File: config.mk
export PLATFORM = sky130hd
export DESIGN_NAME = tx_desc_engine
export DESIGN_NICKNAME = d
export VERILOG_FILES = /design/src/rtl/txd_pkg.sv /design/src/rtl/txd_word_fifo.sv /design/src/rtl/txd_slot_regs.sv /design/src/rtl/txd_seq_ctrl.sv /design/src/rtl/tx_desc_engine.sv
export SDC_FILE = /design/constraint.sdc
export NUM_CORES = 1
export LEC_CHECK = 0
export BUFFER_PORTS_ARGS = -buffer_cell sky130_fd_sc_hd__buf_2
export CAP_MARGIN = 20
export CORE_ASPECT_RATIO = 0.9
export CORE_UTILIZATION = 65
export CTS_CLUSTER_DIAMETER = 80
export DETAILED_ROUTE_END_ITERATION = 8
export GPL_TIMING_DRIVEN = 0
export HOLD_SLACK_MARGIN = 0.03
export PLACE_DENSITY = 0.82
export SYNTH_ARGS = -nofsm -noshare
export SYNTH_HDL_FRONTEND = slang
export SYNTH_SLANG_ARGS = --single-unit
File: constraint.sdc
create_clock -name clk -period 8.6 [get_ports clk]
set_input_delay 0.43 -clock clk [delete_from_list [all_inputs] [get_ports clk]]
set_output_delay 0.43 -clock clk [all_outputs]
set_load 0.03 [all_outputs]
File: src/rtl/txd_pkg.sv
// Package: shared constants and types of the transmit descriptor engine.
// Assumes: a 32-bit host register width and four slots.
package txd_pkg;
    localparam int SLOTS   = 4;
    localparam int SLOT_W  = 2;
    localparam int SIZE_W  = 13;
    localparam int THR_W   = 6;
    localparam int CNT_W   = SIZE_W - 1;   // words per packet, up to 2048
    localparam int OWN_B   = 13;
    localparam int TOK_B   = 14;
    localparam int THR_LO  = 16;
    localparam int NCC_LO  = 24;
    localparam int HB_B    = 28;
    localparam logic [31:0] WR_MASK = 32'h003F_3FFF;

    typedef enum logic [1:0] {
        SEQ_WAIT = 2'd0,
        SEQ_RUN  = 2'd1,
        SEQ_DONE = 2'd2
    } seq_state_t;
endpackage

File: src/rtl/txd_word_fifo.sv
// Module: txd_word_fifo
// Synchronous word FIFO between the fetch side and the line side.
// Assumes: DEPTH is a power of two; push is never asserted when full.
module txd_word_fifo #(
    parameter int DEPTH = 16,
    parameter int DW    = 32,
    localparam int AW   = $clog2(DEPTH)
) (
    input  logic          clk,
    input  logic          rst_n,
    input  logic          push,
    input  logic [DW-1:0] push_data,
    input  logic          pop,
    output logic [DW-1:0] head,
    output logic [AW:0]   count,
    output logic          full,
    output logic          empty
);
    logic [DW-1:0] store [DEPTH];
    logic [AW-1:0] wr_ptr, rd_ptr;

    assign full  = (count == (AW+1)'(DEPTH));
    assign empty = (count == '0);
    assign head  = store[rd_ptr];

    // Pointer and fill-level bookkeeping.
    always_ff @(posedge clk) begin
        if (!rst_n) begin
            wr_ptr <= '0;
            rd_ptr <= '0;
            count  <= '0;
        end else begin
            if (push) wr_ptr <= wr_ptr + 1'b1;
            if (pop)  rd_ptr <= rd_ptr + 1'b1;
            count <= count + (AW+1)'(push) - (AW+1)'(pop);
        end
    end

    // Word storage, written on push.
    always_ff @(posedge clk) begin
        if (push) store[wr_ptr] <= push_data;
    end

    assert_no_overflow_R12: assert property (@(posedge clk) disable iff (!rst_n)
        push |-> !full);
    assert_no_underflow_R4: assert property (@(posedge clk) disable iff (!rst_n)
        pop |-> !empty);
endmodule

File: src/rtl/txd_slot_regs.sv
// Module: txd_slot_regs
// Holds the four base-address / command-word pairs, serves host access and
// applies the completion writeback from the sequencer.
// Assumes: writeback and a host write never target the same slot in one cycle
// (host writes to the slot in service are dropped).
module txd_slot_regs
    import txd_pkg::*;
(
    input  logic                         clk,
    input  logic                         rst_n,
    input  logic                         host_we,
    input  logic [4:0]                   host_addr,
    input  logic [31:0]                  host_wdata,
    output logic [31:0]                  host_rdata,
    input  logic                         busy,
    input  logic [SLOT_W-1:0]            busy_slot,
    input  logic                         wb_en,
    input  logic [SLOT_W-1:0]            wb_slot,
    input  logic [3:0]                   wb_ncc,
    input  logic                         wb_hb,
    input  logic                         link_fast,
    output logic [SLOTS-1:0]             slot_own,
    output logic [SLOTS-1:0][SIZE_W-1:0] slot_size,
    output logic [SLOTS-1:0][THR_W-1:0]  slot_thr,
    output logic [SLOTS-1:0][31:0]       slot_base
);
    logic [SLOTS-1:0][31:0] stat_q;
    logic [SLOT_W-1:0]      sel;
    logic                   aligned;

    assign sel     = host_addr[3:2];
    assign aligned = (host_addr[1:0] == 2'b00);

    for (genvar k = 0; k < SLOTS; k++) begin : g_slot
        logic hit;
        assign hit = host_we && aligned && (sel == SLOT_W'(k))
                     && !(busy && (busy_slot == SLOT_W'(k)));

        // Command word: completion writeback or host write.
        always_ff @(posedge clk) begin
            if (!rst_n) begin
                stat_q[k] <= 32'h0000_2000;
            end else if (wb_en && (wb_slot == SLOT_W'(k))) begin
                stat_q[k][HB_B]               <= wb_hb;
                stat_q[k][NCC_LO+3:NCC_LO]    <= wb_ncc;
                stat_q[k][TOK_B]              <= 1'b1;
                stat_q[k][OWN_B]              <= 1'b1;
            end else if (hit && !host_addr[4]) begin
                stat_q[k] <= host_wdata & WR_MASK;
            end
        end

        // Base address: host write only.
        always_ff @(posedge clk) begin
            if (!rst_n)                    slot_base[k] <= '0;
            else if (hit && host_addr[4])  slot_base[k] <= host_wdata;
        end

        assign slot_own[k]  = stat_q[k][OWN_B];
        assign slot_size[k] = stat_q[k][SIZE_W-1:0];
        assign slot_thr[k]  = stat_q[k][THR_LO+THR_W-1:THR_LO];
    end

    // Host read mux.
    always_comb begin
        if (!aligned)          host_rdata = '0;
        else if (host_addr[4]) host_rdata = slot_base[sel];
        else                   host_rdata = stat_q[sel];
    end

    assert_done_owned_R6: assert property (@(posedge clk) disable iff (!rst_n)
        wb_en |=> (stat_q[$past(wb_slot)][OWN_B] && stat_q[$past(wb_slot)][TOK_B]));
    assert_fast_no_hb_R7: assert property (@(posedge clk) disable iff (!rst_n)
        (wb_en && link_fast) |=> !stat_q[$past(wb_slot)][HB_B]);
endmodule

File: src/rtl/txd_seq_ctrl.sv
// Module: txd_seq_ctrl
// Walks the slots in rotation, fetches the buffer of a handed-over slot into
// the FIFO, gates the line start on the threshold and issues the writeback.
// Assumes: mem_ack only while mem_req; FIFO depth below 2^16.
module txd_seq_ctrl
    import txd_pkg::*;
#(
    parameter int DEPTH = 16,
    localparam int FCW  = $clog2(DEPTH) + 1
) (
    input  logic                         clk,
    input  logic                         rst_n,
    input  logic [SLOTS-1:0]             slot_own,
    input  logic [SLOTS-1:0][SIZE_W-1:0] slot_size,
    input  logic [SLOTS-1:0][THR_W-1:0]  slot_thr,
    input  logic [SLOTS-1:0][31:0]       slot_base,
    input  logic [FCW-1:0]               fifo_cnt,
    input  logic                         fifo_full,
    input  logic                         fifo_empty,
    output logic                         mem_req,
    output logic [31:0]                  mem_addr,
    input  logic                         mem_ack,
    output logic                         push,
    output logic                         line_valid,
    output logic                         line_last,
    input  logic                         line_ready,
    output logic                         pop,
    input  logic [3:0]                   mac_col_cnt,
    input  logic                         mac_heartbeat,
    input  logic                         link_fast,
    output logic                         busy,
    output logic [SLOT_W-1:0]            cur_slot,
    output logic                         wb_en,
    output logic [3:0]                   wb_ncc,
    output logic                         wb_hb,
    input  logic                         tok_ack,
    output logic                         tok_irq
);
    seq_state_t         st;
    logic [SIZE_W-1:0]  size_q;
    logic [THR_W-1:0]   thr_q;
    logic [31:0]        base_q;
    logic [CNT_W-1:0]   total_q, fetch_cnt, send_cnt;
    logic               started;
    logic [SIZE_W:0]    size_p3;
    logic               gate_open;

    assign size_p3   = {1'b0, slot_size[cur_slot]} + (SIZE_W+1)'(3);
    assign gate_open = (16'(fifo_cnt) >= 16'(thr_q)) || (fetch_cnt == total_q) || fifo_full;

    assign mem_req    = (st == SEQ_RUN) && (fetch_cnt != total_q) && !fifo_full;
    assign mem_addr   = base_q + 32'({fetch_cnt, 2'b00});
    assign push       = mem_req && mem_ack;
    assign line_valid = (st == SEQ_RUN) && started && !fifo_empty;
    assign line_last  = (send_cnt == total_q - CNT_W'(1));
    assign pop        = line_valid && line_ready;
    assign busy       = (st != SEQ_WAIT);
    assign wb_en      = (st == SEQ_DONE);
    assign wb_ncc     = mac_col_cnt;
    assign wb_hb      = mac_heartbeat && !link_fast;

    // Slot sequencing, packet counters and start gate.
    always_ff @(posedge clk) begin
        if (!rst_n) begin
            st        <= SEQ_WAIT;
            cur_slot  <= '0;
            size_q    <= '0;
            thr_q     <= '0;
            base_q    <= '0;
            total_q   <= '0;
            fetch_cnt <= '0;
            send_cnt  <= '0;
            started   <= 1'b0;
        end else begin
            unique case (st)
                SEQ_WAIT: if (!slot_own[cur_slot]) begin
                    size_q    <= slot_size[cur_slot];
                    thr_q     <= slot_thr[cur_slot];
                    base_q    <= slot_base[cur_slot];
                    total_q   <= size_p3[SIZE_W:2];
                    fetch_cnt <= '0;
                    send_cnt  <= '0;
                    started   <= 1'b0;
                    st <= (slot_size[cur_slot] == '0) ? SEQ_DONE : SEQ_RUN;
                end
                SEQ_RUN: begin
                    if (push) fetch_cnt <= fetch_cnt + 1'b1;
                    if (pop)  send_cnt  <= send_cnt + 1'b1;
                    if (!started && gate_open) started <= 1'b1;
                    if (pop && line_last) st <= SEQ_DONE;
                end
                SEQ_DONE: begin
                    cur_slot <= cur_slot + 1'b1;
                    st       <= SEQ_WAIT;
                end
                default: st <= SEQ_WAIT;
            endcase
        end
    end

    // Transmit-OK interrupt: set on completion, cleared by acknowledge.
    always_ff @(posedge clk) begin
        if (!rst_n)      tok_irq <= 1'b0;
        else if (wb_en)  tok_irq <= 1'b1;
        else if (tok_ack) tok_irq <= 1'b0;
    end

    assert_start_gate_R5: assert property (@(posedge clk) disable iff (!rst_n)
        (line_valid && send_cnt == '0) |->
        (16'(fifo_cnt) >= 16'(thr_q) || fetch_cnt == total_q || fifo_full
         || $past(16'(fifo_cnt) >= 16'(thr_q) || fifo_full)));
    assert_zero_no_fetch_R8: assert property (@(posedge clk) disable iff (!rst_n)
        mem_req |-> (size_q != '0));
    assert_addr_step_R4: assert property (@(posedge clk) disable iff (!rst_n)
        (push && (fetch_cnt + CNT_W'(1) != total_q)) |=>
        (!mem_req || mem_addr == $past(mem_addr) + 32'd4));
    assert_irq_on_done_R9: assert property (@(posedge clk) disable iff (!rst_n)
        wb_en |=> tok_irq);
    assert_full_no_req_R12: assert property (@(posedge clk) disable iff (!rst_n)
        fifo_full |-> !mem_req);
endmodule

File: src/rtl/tx_desc_engine.sv
// Module: tx_desc_engine (top)
// Four-slot transmit descriptor engine: host registers, sequencer and FIFO.
// Assumes: FIFO_DEPTH is a power of two; memory answers with data in the
// acknowledge cycle.
module tx_desc_engine
    import txd_pkg::*;
#(
    parameter int FIFO_DEPTH = 16
) (
    input  logic        clk,
    input  logic        rst_n,
    input  logic        host_we,
    input  logic [4:0]  host_addr,
    input  logic [31:0] host_wdata,
    output logic [31:0] host_rdata,
    output logic        mem_req,
    output logic [31:0] mem_addr,
    input  logic        mem_ack,
    input  logic [31:0] mem_rdata,
    output logic        line_valid,
    output logic [31:0] line_data,
    output logic        line_last,
    input  logic        line_ready,
    input  logic [3:0]  mac_col_cnt,
    input  logic        mac_heartbeat,
    input  logic        link_fast,
    output logic        tok_irq,
    input  logic        tok_ack
);
    localparam int FCW = $clog2(FIFO_DEPTH) + 1;

    logic [SLOTS-1:0]             slot_own;
    logic [SLOTS-1:0][SIZE_W-1:0] slot_size;
    logic [SLOTS-1:0][THR_W-1:0]  slot_thr;
    logic [SLOTS-1:0][31:0]       slot_base;
    logic [FCW-1:0]               fifo_cnt;
    logic                         fifo_full, fifo_empty, push, pop;
    logic                         busy, wb_en, wb_hb;
    logic [SLOT_W-1:0]            cur_slot;
    logic [3:0]                   wb_ncc;

    txd_slot_regs u_regs (
        .clk(clk), .rst_n(rst_n),
        .host_we(host_we), .host_addr(host_addr), .host_wdata(host_wdata),
        .host_rdata(host_rdata),
        .busy(busy), .busy_slot(cur_slot),
        .wb_en(wb_en), .wb_slot(cur_slot), .wb_ncc(wb_ncc), .wb_hb(wb_hb),
        .link_fast(link_fast),
        .slot_own(slot_own), .slot_size(slot_size), .slot_thr(slot_thr),
        .slot_base(slot_base)
    );

    txd_seq_ctrl #(.DEPTH(FIFO_DEPTH)) u_seq (
        .clk(clk), .rst_n(rst_n),
        .slot_own(slot_own), .slot_size(slot_size), .slot_thr(slot_thr),
        .slot_base(slot_base),
        .fifo_cnt(fifo_cnt), .fifo_full(fifo_full), .fifo_empty(fifo_empty),
        .mem_req(mem_req), .mem_addr(mem_addr), .mem_ack(mem_ack), .push(push),
        .line_valid(line_valid), .line_last(line_last), .line_ready(line_ready),
        .pop(pop),
        .mac_col_cnt(mac_col_cnt), .mac_heartbeat(mac_heartbeat),
        .link_fast(link_fast),
        .busy(busy), .cur_slot(cur_slot),
        .wb_en(wb_en), .wb_ncc(wb_ncc), .wb_hb(wb_hb),
        .tok_ack(tok_ack), .tok_irq(tok_irq)
    );

    txd_word_fifo #(.DEPTH(FIFO_DEPTH), .DW(32)) u_fifo (
        .clk(clk), .rst_n(rst_n),
        .push(push), .push_data(mem_rdata), .pop(pop),
        .head(line_data), .count(fifo_cnt), .full(fifo_full), .empty(fifo_empty)
    );

    assert_reset_quiet_R1: assert property (@(posedge clk)
        !rst_n |=> (!mem_req && !line_valid && !tok_irq));
    assert_rotation_R3: assert property (@(posedge clk) disable iff (!rst_n)
        wb_en |=> (cur_slot == $past(cur_slot) + 1'b1));
endmodule

==> out/qor_table.md <==
| Metric | This run |
|:---|:---|
| Switching portion of total power | 21.36% |
| Post-CTS setup buffers | 0 |
| Post-synthesis instance total | 2660 |
| Post-Syn Area | 36040 µm² |
| Final total negative setup slack | 0 ns |
| Clock Latency Late Sink | 0.65 ns |
| Peak Freq | 0.2373 GHz |
| Worst EP required | 8.17 ns |
| Area leader, netlist | edfxtp_1 |
| Clock period minus final worst setup slack | 4.215 ns |
| Sum of met3 wire segment lengths after detailed routing | 12590 µm |
| Dominant delay contributor by cell family on the critical path | compound AO/OA/AOI/OAI gates |
| Total net switching power | 1.745 mW |
| Slowest stage cell, crit path | a2111oi_0 |
| Total Routed Length | 111900 µm |
| Class of the worst hold path | input pin to flip-flop |
| Total number of nets in the final design | 3049 |
| Final HPWL from detailed placement | 69670 µm |
| Total buffers and inverters traversed by the critical path | 2 |
| Fin. max-slew vios | 0 |
| Seq pwr share | 52.4% |
| Period utilisation layout | 49.01% |
| Crit path capture type | output port |
| Share of post-route cells with drive strength above 1 | 22.61% |
| Hold Violations, Final | 0 |
| Max_cap viols | 0 |
| FFs w/ async S/R, synth | 0% |
| Fin Clk Skew | 0.02615 ns |
| I/O pin count | 181 |
| Die span in y | 225.4 µm |
| Post-CTS Hold Buffers | 0 |
| Highest metal used | met5 |
| Core ar. | 54520 µm² |
| Pleak | 13.62 nW |
| Worst slew pin tran | 1.114 ns |
| Crit start category | flip-flop |
| Count of input and output buffers | 156 |
| Portion of the post-synthesis area used by sequential elements | 60.94% |
| Run status | finished clean |
| Area growth from synthesis to layout | 13.97% |
| Met2 Wirelength | 56160 µm |
| Die ar. | 56390 µm² |
| Total CTS buffers | 80 |
| Final global-route overflow total | 0 |
| Placement Cell Area | 38260 µm² |
| Filler cell count in the final layout | 3201 |
| Startpoint of the most critical register-to-register path | u_fifo.count[3]$_SDFF_PN0_ |
| Routed via count | 25580 |
| Share of total power in combinational logic | 2.4% |
| Max Fanout on Critical Path | 7 |
| Average footprint of a synthesized cell | 13.55 µm² |
| Initial Util | 66.09% |
| Internal cell power | 6.423 mW |
| DR pass1 iterations | 6 |
| Die W | 250.2 µm |
| Register bit count reported by yosys | 841 |
| Via count of the first global-routing pass | 25280 |
| EDFF count, synth | 512 |
| Count of clock tree sinks | 841 |
| H-tree lvl count | 3 |
| Drt initial violations | 3556 |
| Launch point of the worst hold path | host_wdata[14] |
| Distinct cells, synth | 72 |
| Global-route wire length before repair | 163400 µm |
| Post-Layout Inst Area | 41070 µm² |
| Arrival @ worst endpoint | 3.78 ns |
| Highest cell delay on the worst timing path | 0.59 ns |
| List of cells traversed by the critical path | ha_1, inv_1, fa_1, nor2b_1, o21ai_0, a21oi_1, o21bai_1, nand2_1, a2111oi_0, a311o_1, buf_2 |
| Crit Path Category | flip-flop to output port |
| Via density | 6.910 |
| Clk pin slew, worst setup/hold paths | 0.06 ns |
| Clock root buffer | clkbuf_16 |
| Synth warn | 0 |
| All-layer global routing usage | 39.90% |
| Routed metal-1 wirelength | 37390 µm |
| Post-cts gate resize count | 0 |
| Unrepaired setup endpoints after global routing | false |
| Count of final setup violators | 0 |
| Number of placement rows | 81 |
| Final Util | 75.33% |
| Areal power density over the cells | 198.9 nW/µm² |
| Avg WL per Cell | 30.23 µm |
| Final routed DRC violation total | 0 |
| Most instantiated flip-flop cell in the synthesis netlist | edfxtp_1 |
| Largest net degree at the start of global routing | 25 |
| Cell types with the largest area share after synthesis | edfxtp_1, dfxtp_1, mux4_2, nand2_1, a21oi_1 |
| Proportion of power drawn by the clock network | 45.2% |
| Fraction of post-synthesis cell area in the top cell type by area | 42.66% |
| Syn Nets | 2778 |
| Largest vdd supply drop | 152.6 µV |
| Clock buffer depth | 3 |
| Antenna violations before repair | 6 |
| Crit path launch | u_seq.fetch_cnt[0]$_SDFFE_PN0P_ |
| Remaining antenna violation count after routing | 0 |
| Placer congestion estimate | 0.9522 |
| TritonCTS clock tree | yes |
| Rel. slew slack | 25.75% |
## tightest hold or removal path, cell delays in order
cell and delay (ns):
buf_2 0.12, nand2_1 0.05, a21oi_1 0.05
## per-stage QoR
step / cells / setup slack [ns] / total power [mW] / hold WS (ns)
after global routing: 3700 / 4.183 / 8.309 / 0.06170
after global placement: 3521 / 1.962 / 4.548 / 0.4475
final: 3702 / 4.385 / 8.168 / 0.04642
after detailed placement: 3548 / 5.106 / 4.558 / 0.4519
after CTS: 3693 / 4.464 / 8.147 / 0.04498
after floorplan: 2660 / 4.577 / 4.461 / 0.4310
## sequential cells by signal, summed over array words and instances, names as in the netlist, 4 cells and up, named ones only
signal and cells:
u_regs.slot_own 4, u_regs.slot_size 52, u_regs.stat_q 24, u_seq.thr_q 6, u_fifo.store 512, u_seq.fetch_cnt 12, u_fifo.rd_ptr 4, u_fifo.count 5
u_regs.slot_base 128, u_fifo.wr_ptr 4, u_seq.total_q 12, u_seq.base_q 32, u_regs.slot_thr 24, u_seq.send_cnt 12
## cell usage in the layout, fill, tap and decap left out, types with 10 or more instances in the layout
master	instances
ha_1	35
clkbuf_16	82
and3_1	20
xor2_1	40
buf_4	24
mux4_2	265
clkinv_2	12
or3_1	10
o21ai_0	24
nand4_1	26
nor2_4	12
buf_2	194
buf_1	18
edfxtp_1	512
clkbuf_1	126
a21oi_1	292
a22o_1	26
xnor2_1	43
clkbuf_8	13
nand2_1	552
and2_1	15
nor2_1	76
nand3_1	31
buf_6	18
inv_1	31
o211ai_1	10
dfxtp_1	329
## cell families after synthesis
| kind of cell | Yosys count | share of synthesized area, % |
|---|---|---|
| AOI/OAI and AO/OA | 403 | 6.427 |
| xor gates and xnor gates | 83 | 2.017 |
| adders and majority gates | 37 | 1.326 |
| buffers and inverters | 230 | 2.937 |
| DFF | 841 | 60.94 |
| muxes | 272 | 16.94 |
| and+or+nand+nor | 794 | 9.416 |
## routing by layer
layer / vias to the layer above / track usage [%]
met4: 6 / 19.00
met1: 12590 / 48.46
met2: 2116 / 68.37
met3: 409 / 8.639
met5: - / 0
li1: 10460 / -
## power by group through the flow
stage | clock (mW) | sequential [mW] | combinational [mW]
5_1_grt | 3.82 | 4.28 | 0.207
6_report | 3.69 | 4.28 | 0.200
3_5_place_dp | 0 | 4.37 | 0.191
2_1_floorplan | 0 | 4.37 | 0.0942
3_3_place_gp | 0 | 4.37 | 0.182
4_1_cts | 3.67 | 4.28 | 0.193
## cells in the mapped netlist, drive strengths merged, types with 8 or more instances
master  number
a21o         9
a21oi      292
a22o        26
and2        16
and3        21
buf         84
clkbuf     114
dfxtp      329
edfxtp     512
ha          35
inv         32
mux4       269
nand2      552
nand3       31
nand4       26
nor2        90
nor3        14
nor4         8
o211ai      10
o21ai       24
or3         10
xnor2       43
xor2        40
## path summary, 6_finish.rpt
kind                                            end  slack (ns)  cells after the start
hold / removal    u_regs.slot_base[78]$_SDFFE_PN0P_        0.05                      3
hold reg to reg          u_seq.started$_SDFFE_PN0P_        0.46                      1
setup / recovery                       mem_addr[16]        4.39                     11
setup reg to reg         u_fifo.count[4]$_SDFF_PN0_        5.08                     14
## layout make-up
class	count	area [µm²]	share of cell area, %
Multi-Input combinational cell	1589	13130	31.97
Inverter	32	122.6	0.2985
Clock buffer	108	2260	5.502
Clock inverter	37	449.2	1.094
Tap cell	705	882.1	2.148
Timing Repair Buffer	189	1323	3.220
Sequential cell	841	21960	53.47
Buffer	198	935.9	2.279
Antenna cell	3	7.507	0.01828
Power figures use the tool's default switching activity.
